**config.mk**
```make
export PLATFORM = sky130hd
export DESIGN_NAME = irq_echo_regs
export DESIGN_NICKNAME = d
export VERILOG_FILES = /design/src/rtl/echo_pkg.sv /design/src/rtl/echo_decode.sv /design/src/rtl/echo_core.sv /design/src/rtl/echo_rdpath.sv /design/src/rtl/irq_echo_regs.sv
export SDC_FILE = /design/constraint.sdc
export NUM_CORES = 1
export LEC_CHECK = 0
export BUFFER_PORTS_ARGS = -buffer_cell sky130_fd_sc_hd__buf_2
export CAP_MARGIN = 20
export CORE_MARGIN = 4
export CORE_UTILIZATION = 51
export DETAILED_ROUTE_END_ITERATION = 10
export PLACE_DENSITY_LB_ADDON = 0.05
export REMOVE_ABC_BUFFERS = 1
export SKIP_LAST_GASP = 1
export SYNTH_ARGS = -nofsm -noshare
export SYNTH_HDL_FRONTEND = slang
export SYNTH_SLANG_ARGS = --single-unit
export TNS_END_PERCENT = 1
```
**constraint.sdc**
```tcl
create_clock -name clk -period 1 [get_ports clk]
set_input_delay 0 -clock clk [delete_from_list [all_inputs] [get_ports clk]]
set_output_delay 0 -clock clk [all_outputs]
set_load 0.01 [all_outputs]
```
**src/rtl/echo_pkg.sv**
```systemverilog
package echo_pkg;
    typedef enum logic [1:0] {
        TGT_NONE = 2'd0,
        TGT_TRIG = 2'd1,
        TGT_ACK  = 2'd2
    } tgt_e;
endpackage

```
**src/rtl/echo_decode.sv**
```systemverilog
module echo_decode
    import echo_pkg::*;
#(
    parameter int ADDR_W   = 4,
    parameter int TRIG_OFS = 0,
    parameter int ACK_OFS  = 4
) (
    input  logic              strobe,
    input  logic [ADDR_W-1:0] addr,
    output tgt_e              tgt
);
    localparam logic [ADDR_W-1:0] TRIG_A = ADDR_W'(TRIG_OFS);
    localparam logic [ADDR_W-1:0] ACK_A  = ADDR_W'(ACK_OFS);

    // Exact byte-address match: unaligned addresses fall out as unmapped.
    always_comb begin
        tgt = TGT_NONE;
        if (strobe) begin
            if (addr == TRIG_A)
                tgt = TGT_TRIG;
            else if (addr == ACK_A)
                tgt = TGT_ACK;
        end
    end
endmodule

```
**src/rtl/echo_core.sv**
```systemverilog
module echo_core
    import echo_pkg::*;
#(
    parameter int DW = 32
) (
    input  logic          clk,
    input  logic          rst,
    input  tgt_e          wr_tgt,
    input  logic [DW-1:0] wdata,
    input  tgt_e          rd_tgt,
    output logic          flag_q,
    output logic [DW-1:0] hold_q
);
    typedef struct packed {
        logic          flag;
        logic [DW-1:0] hold;
    } core_t;

    core_t st_d, st_q;

    always_comb begin
        st_d = st_q;
        if (rd_tgt == TGT_ACK)
            st_d.flag = 1'b0;
        // The trigger write is applied last, so it wins over a same-cycle acknowledge.
        if (wr_tgt == TGT_TRIG) begin
            st_d.flag = 1'b1;
            st_d.hold = wdata;
        end
        if (rst)
            st_d = '0;
    end

    always_ff @(posedge clk) begin
        st_q <= st_d;
    end

    assign flag_q = st_q.flag;
    assign hold_q = st_q.hold;
endmodule

```
**src/rtl/echo_rdpath.sv**
```systemverilog
module echo_rdpath
    import echo_pkg::*;
#(
    parameter int DW = 32
) (
    input  logic          clk,
    input  logic          rst,
    input  logic          rd_stb,
    input  tgt_e          rd_tgt,
    input  logic [DW-1:0] hold,
    output logic [DW-1:0] rdata,
    output logic          rvalid
);
    typedef struct packed {
        logic          valid;
        logic [DW-1:0] data;
    } rd_t;

    rd_t rd_d, rd_q;

    always_comb begin
        rd_d       = rd_q;
        rd_d.valid = rd_stb;
        if (rd_stb)
            rd_d.data = (rd_tgt != TGT_NONE) ? hold : '0;
        if (rst)
            rd_d = '0;
    end

    always_ff @(posedge clk) begin
        rd_q <= rd_d;
    end

    assign rdata  = rd_q.data;
    assign rvalid = rd_q.valid;
endmodule

```
**src/rtl/irq_echo_regs.sv**
```systemverilog
module irq_echo_regs
    import echo_pkg::*;
#(
    parameter int DW       = 32,
    parameter int ADDR_W   = 4,
    parameter int TRIG_OFS = 0,
    parameter int ACK_OFS  = 4
) (
    input  logic              clk,
    input  logic              rst,
    input  logic              wr_en,
    input  logic [ADDR_W-1:0] wr_addr,
    input  logic [DW-1:0]     wr_data,
    input  logic              rd_en,
    input  logic [ADDR_W-1:0] rd_addr,
    output logic [DW-1:0]     rd_data,
    output logic              rd_valid,
    output logic              irq_req,
    output logic              irq_tap
);
    tgt_e          wr_tgt;
    tgt_e          rd_tgt;
    logic          flag_q;
    logic [DW-1:0] hold_q;

    echo_decode #(.ADDR_W(ADDR_W), .TRIG_OFS(TRIG_OFS), .ACK_OFS(ACK_OFS)) u_wr_dec (
        .strobe (wr_en),
        .addr   (wr_addr),
        .tgt    (wr_tgt)
    );

    echo_decode #(.ADDR_W(ADDR_W), .TRIG_OFS(TRIG_OFS), .ACK_OFS(ACK_OFS)) u_rd_dec (
        .strobe (rd_en),
        .addr   (rd_addr),
        .tgt    (rd_tgt)
    );

    echo_core #(.DW(DW)) u_core (
        .clk    (clk),
        .rst    (rst),
        .wr_tgt (wr_tgt),
        .wdata  (wr_data),
        .rd_tgt (rd_tgt),
        .flag_q (flag_q),
        .hold_q (hold_q)
    );

    echo_rdpath #(.DW(DW)) u_rd (
        .clk    (clk),
        .rst    (rst),
        .rd_stb (rd_en),
        .rd_tgt (rd_tgt),
        .hold   (hold_q),
        .rdata  (rd_data),
        .rvalid (rd_valid)
    );

    assign irq_req = flag_q;
    assign irq_tap = flag_q;
endmodule

```
==> results of run 1 <==
registers in the layout, indices dropped and copies added (netlist names):
signal,cells
u_rd.rvalid,1
u_core.hold_q,32
u_core.flag_q,1
u_rd.rdata,32
layer usage:
metal,routed length (um),vias up
li1,-,1134
met1,2754,1001
met2,2815,55
met3,281,6
met4,87,0
met5,0,-
how the worst max path moves through the flow:
stage | start | cells after the start | to | slack [ps]
6_report | u_core.flag_q$_SDFFE_PP0P_ | 1 | irq_tap | 190
3_5_place_dp | wr_addr[1] | 5 | u_core.hold_q[1]$_SDFFE_PP0P_ | -110
4_1_cts | u_rd.rdata[8]$_SDFFE_PP0P_ | 1 | rd_data[8] | 180
5_1_grt | u_core.flag_q$_SDFFE_PP0P_ | 1 | irq_tap | 140
3_3_place_gp | wr_addr[1] | 5 | u_core.hold_q[24]$_SDFFE_PP0P_ | -20
2_1_floorplan | wr_addr[1] | 3 | u_core.hold_q[0]$_SDFFE_PP0P_ | -730
through the flow:
stage | power (mW) | hold slack (ps) | setup TNS, ps | instances
detailed placement | 3.063 | 274.9 | -2127 | 424
finish | 5.035 | 43.59 | 0 | 471
global placement | 3.062 | 266.1 | -319.4 | 424
global route | 5.264 | 36.02 | 0 | 471
floorplan | 2.836 | 66.87 | -38680 | 264
CTS | 5.098 | 23.49 | 0 | 471
cell usage in the layout (no fill, tap or decap), types with 5 or more instances in the layout:
cell type | synthesis | final
nor2_1 | 22 | 22
buf_4 | 2 | 7
a21oi_1 | 22 | 22
dlygate4sd3_1 | 0 | 32
a21oi_2 | 10 | 10
nand2b_1 | 64 | 64
mux2i_1 | 32 | 32
nor2_2 | 10 | 10
buf_12 | 0 | 5
nor2b_1 | 30 | 30
buf_2 | 3 | 78
clkbuf_8 | 0 | 11
dfxtp_1 | 66 | 66
cell families (layout without fill, tap and decap cells):
| kind of cell | count (synthesis) | count (layout) | synth area share, % |
|---|---|---|---|
| multiplexers | 32 | 32 | 11.47 |
| buffers and inverters | 22 | 137 | 4.975 |
| AND/OR/NAND/NOR | 132 | 132 | 28.51 |
| AO/OA/AOI/OAI | 34 | 34 | 7.710 |
| flip-flops | 66 | 66 | 47.33 |
power by group through the flow:
stage	Combinational [mW]	Sequential, mW	Clock (mW)
2_1_floorplan	0.117	2.72	0
3_5_place_dp	0.344	2.72	0
5_1_grt	0.484	2.66	2.12
4_1_cts	0.441	2.66	2.00
6_report	0.441	2.66	1.93
3_3_place_gp	0.343	2.72	0
repair_timing:
item | 4_1_cts | 5_1_grt
hold endpoints to repair | 32 | 0
hold buffers | 32 | 0
buffers inserted | 0 | 0
area by class of cell:
cell class	instances	area [um2]
clock inverters	3	15.01
multi-input cells	198	1333
clock buffers	12	155.1
fillers	407	1430
well taps	70	87.58
flip-flops and latches	66	1321
repair buffers	122	863.3
==> results.py, run 1 <==
metrics = {
    "cells_and_area": {
        "final_cell_area_um2": 3775,
        "area_growth_pct": 35.23,
        "final_nets": 441,
        "n_antenna_cell": 0,
        "utilization_pct": 72.52,
        "drive_above_1_share_pct": 32.42,
    },
    "pwr": {
        "p_clk_share_pct": 38.4,
        "power.switching_mw": 1.116,
        "p_seq_share_pct": 52.8,
        "p_per_area_nw_per_um2": 1334,
        "ir_drop_mv": 1.044,
        "power_frac_comb_pct": 8.8,
        "leakagePower_nw": 1.581,
        "p_int_mw": 3.919,
        "sw_frac_of_total_pct": 22.16,
    },
    "routing": {
        "drtPass1Iterations": 4,
        "vias": 2196,
        "initialDrtViolationCount": 72,
        "antenna_left": 0,
        "drt_wl_total_mm": 5.938,
        "vias_per_cell": 4.662,
        "drc": 0,
        "post_drt_wl_per_cell_um": 12.61,
    },
    "global_routing": {
        "grt_max_degree": 37,
        "antenna_found_initial": 0,
        "use_met2_pct": 30.69,
        "busiest_layer": "met2",
        "grt_pass1_vias": 2118,
        "gr-total-overflow": 0,
        "use_met3_pct": 5.373,
        "grt_first_pass_wirelength_mm": 9.632,
        "grt_usage_pct": 19.07,
        "grtUsageMet1_pct": 23.73,
    },
    "synthesis": {
        "yosys.area.top_type": "dfxtp_1",
        "synth.avg_cell_area_um2": 9.760,
        "yosysTopAreaCellShare_pct": 47.33,
        "ys_ff_latch": 66,
        "syn_inst": 286,
        "yosysMostFrequentCell": "dfxtp_1",
        "seq_area_frac_synth_pct": 47.33,
        "synth_commonest_cells": "66 x dfxtp_1, 64 x nand2b_1, 32 x mux2i_1, 30 x nor2b_1",
        "synth_cell_types": 18,
        "yosys-top-cells-area": "dfxtp_1 47%, nand2b_1 14%, mux2i_1 11%, nor2b_1 6.7%, a21oi_1 3.9%",
        "synthArstFlopShare_pct": 0,
        "synth_edf_count": 0,
        "yosysWarnings": 0,
        "synth_ff_type": "dfxtp_1",
        "syn_area_um2": 2791,
    },
    "critical_path": {
        "r2r_cells": 3,
        "ff2ff_setup_slack_ps": 250,
        "r2r-end": "u_rd.rdata[19]$_SDFFE_PP0P_",
        "cp.arrival_ps": 810,
        "crit_required_ps": 1000,
        "path_max_fanout": 3,
        "critPathSlowestCell": "dfxtp_1",
        "slowest_delay_ps": 350,
        "crit_buf_inv": 1,
        "cp_top_family": "flip-flops",
        "regToRegStartpoint": "u_rd.rdata[19]$_SDFFE_PP0P_",
        "cp-start-kind": "flop",
        "cp_cell_sequence": "buf_2",
        "cp-end-kind": "primary output",
        "setup.worst_path.class": "reg2out",
    },
    "timing": {
        "worst_slew_pin_slew_ps": 256.3,
        "setup_slack_ps": 186.7,
        "fin_skew_ps": 2.915,
        "period_share_pct": 81.33,
        "fmax_mhz": 1230,
        "rsz0062_at_grt": "no",
        "report.final.setup_viol": 0,
        "hold_viol": 0,
        "timing.slew.headroom_pct": 82.91,
        "final.min_clock_period_ps": 813.3,
        "maxSlewViolCount": 0,
    },
    "clock_network": {
        "cts_buffer_depth": 2,
        "cts-htree-levels": 3,
        "clk_pin_slew_ps": 70,
        "clock_latency_ps": 320,
        "cts_buffers": 9,
        "cts_resized": 0,
        "root_buffer": "clkbuf_8",
        "clkSinkCount": 66,
        "cts_tree": "built",
    },
    "min_path": {
        "hold_class": "in2reg",
        "holdPathStages": 3,
        "hold_end": "u_core.flag_q$_SDFFE_PP0P_",
        "hold_start": "rd_addr[2]",
    },
    "die": {
        "pin_count": 79,
        "dieArea_um2": 6721,
        "die_x_um": 81.98,
        "core-area_um2": 5205,
        "chipHeight_um": 81.98,
        "rows": 26,
        "initial_core_util_pct": 53.63,
    },
    "placement": {
        "dp_hpwl_mm": 3.733,
        "dp_slack_ps": -112.8,
        "placed_cell_area_um2": 3284,
        "gp_congestion": 0.7126,
        "io_buffers": 78,
    },
    "job": {
        "maxCapViolCount": 0,
    },
    "outcome": {
        "status": "finished clean",
    },
}
Power figures use the tool's default switching activity.
==> run 2, diff against run 1 <==
==> constraint.sdc (replaced) <==
create_clock -name clk -period 0.8 [get_ports clk]
set_input_delay 0 -clock clk [delete_from_list [all_inputs] [get_ports clk]]
set_output_delay 0 -clock clk [all_outputs]
set_load 0.01 [all_outputs]
==> run 2 against run 1 <==
Against the previous run: clock power is 33% higher; hold slack got worse by 16 ps; non-clock buffer count up 1; register-to-register slack worse by 210 ps; setup slack worse by 190 ps; global-route usage shrank 0.10 points; highest routed layer unchanged; design area up 0.99%; largest cell class unchanged; final cell count grew 0.42%; via count is 0.32% higher; combinational power up 24%; critical path type unchanged.
==> results.py, run 2 (synthesis results as in run 1) <==
metrics = {
    "critical_path": {
        "critPathSlowestCell": "dfxtp_1",
        "slowest_delay_ps": 340,
        "path_max_fanout": 2,
        "cp_top_family": "flip-flops",
        "crit_buf_inv": 1,
        "ff2ff_setup_slack_ps": 40,
        "setup.worst_path.class": "reg2out",
        "cp-end-kind": "primary output",
        "crit_required_ps": 800,
        "cp.arrival_ps": 800,
        "cp-start-kind": "flop",
        "cp_cell_sequence": "buf_2",
    },
    "pwr": {
        "leakagePower_nw": 1.594,
        "ir_drop_mv": 1.279,
        "p_per_area_nw_per_um2": 1690,
    },
    "timing": {
        "final.min_clock_period_ps": 799.1,
        "fmax_mhz": 1251,
        "hold_viol": 0,
        "setup_slack_ps": 0.8872,
        "setup_tns_ps": 0,
        "period_share_pct": 99.89,
        "report.final.setup_viol": 0,
        "maxSlewViolCount": 0,
        "whs_ps": 27.18,
        "rsz0062_at_grt": "yes",
        "fin_skew_ps": 5.234,
        "timing.slew.headroom_pct": 81.92,
        "worst_slew_pin_slew_ps": 271.2,
    },
    "routing": {
        "vias_per_cell": 4.658,
        "vias": 2203,
        "drtPass1Iterations": 4,
        "post_drt_wl_per_cell_um": 12.68,
        "initialDrtViolationCount": 75,
        "antenna_left": 0,
        "drc": 0,
        "drt_wl_total_mm": 5.996,
    },
    "clock_network": {
        "cts_tree": "built",
        "cts-htree-levels": 3,
        "clock_latency_ps": 330,
        "cts_buffers": 9,
        "clkSinkCount": 66,
        "root_buffer": "clkbuf_8",
        "cts_buffer_depth": 2,
        "clk_pin_slew_ps": 70,
    },
    "global_routing": {
        "antenna_found_initial": 0,
        "grt_usage_pct": 18.96,
        "grt_first_pass_wirelength_mm": 9.798,
        "grt_max_degree": 53,
        "gr-total-overflow": 0,
        "grt_pass1_vias": 2162,
    },
    "die": {
        "initial_core_util_pct": 53.63,
        "rows": 26,
        "die_x_um": 81.98,
        "core-area_um2": 5205,
        "pin_count": 79,
        "dieArea_um2": 6721,
        "chipHeight_um": 81.98,
    },
    "cells_and_area": {
        "n_antenna_cell": 0,
        "final_cell_mix": "77 x buf_2, 64 x nand2b_1, 56 x dfxtp_1, 32 x mux2i_1, 32 x dlygate4sd3_1",
        "drive_above_1_share_pct": 35.24,
        "instances_no_fill": 473,
        "final_nets": 442,
        "utilization_pct": 73.25,
        "area_growth_pct": 36.58,
        "final_common_cell": "buf_2",
    },
    "placement": {
        "dp_hpwl_mm": 3.773,
        "gp_congestion": 0.7053,
        "dpl.cell_count": 424,
        "dp_slack_ps": -303.0,
        "io_buffers": 78,
    },
    "job": {
        "maxCapViolCount": 0,
    },
    "min_path": {
        "hold_class": "in2reg",
    },
    "outcome": {
        "status": "finished clean",
    },
}
==> run 2: through the flow <==
stage / total power, mW / cell area (um2)
2_1_floorplan: 3.545 / 2653
3_3_place_gp: 3.816 / 3272
3_5_place_dp: 3.820 / 3272
4_1_cts: 6.478 / 3777
5_1_grt: 6.701 / 3812
6_report: 6.442 / 3812
==> run 2: routing by layer <==
layer,up-vias,share of wire (%),wire length [um],GRT usage [%]
met3,5,4.4,261,5.592
met5,-,0,0,0
met1,1004,47,2821,24.10
li1,1144,-,-,-
met4,0,0.80,48,5.980
met2,50,48,2864,30.86
==> run 2: what timing repair did <==
item / in CTS / in global routing
resized for setup: 2 / 12
endpoints found under the setup margin: 11 / 67
endpoints found under the hold margin: 32 / 0
pin swaps: 0 / 1
hold buffers: 32 / 0
buffers inserted: 0 / 1
==> run 2: worst paths after layout <==
check,startpoint,endpoint,cells past startpoint
max,u_rd.rdata[5]$_SDFFE_PP0P_,rd_data[5],1
min reg2reg,u_core.hold_q[7]$_SDFFE_PP0P_,u_core.hold_q[7]$_SDFFE_PP0P_,2
min,rd_addr[2],u_core.flag_q$_SDFFE_PP0P_,3
max reg2reg,u_rd.rdata[19]$_SDFFE_PP0P_,u_rd.rdata[19]$_SDFFE_PP0P_,3
==> run 2: final cells by class <==
| class | instances | area (um2) |
|---|---|---|
| fillers | 416 | 1393 |
| multi-input cells | 198 | 1340 |
| flip-flops and latches | 66 | 1334 |
| repair buffers | 123 | 868.3 |
| clock buffers | 14 | 172.7 |
| well taps | 70 | 87.58 |
| clock inverters | 2 | 10.01 |
==> run 2: power by group <==
| group | total [mW] | switching (mW) | leakage [nW] | internal (mW) |
|---|---|---|---|---|
| Combinational | 0.548 | 0.225 | 0.960 | 0.322 |
| Sequential | 3.32 | 0.0135 | 0.537 | 3.31 |
| Clock | 2.57 | 1.20 | 0.0965 | 1.37 |
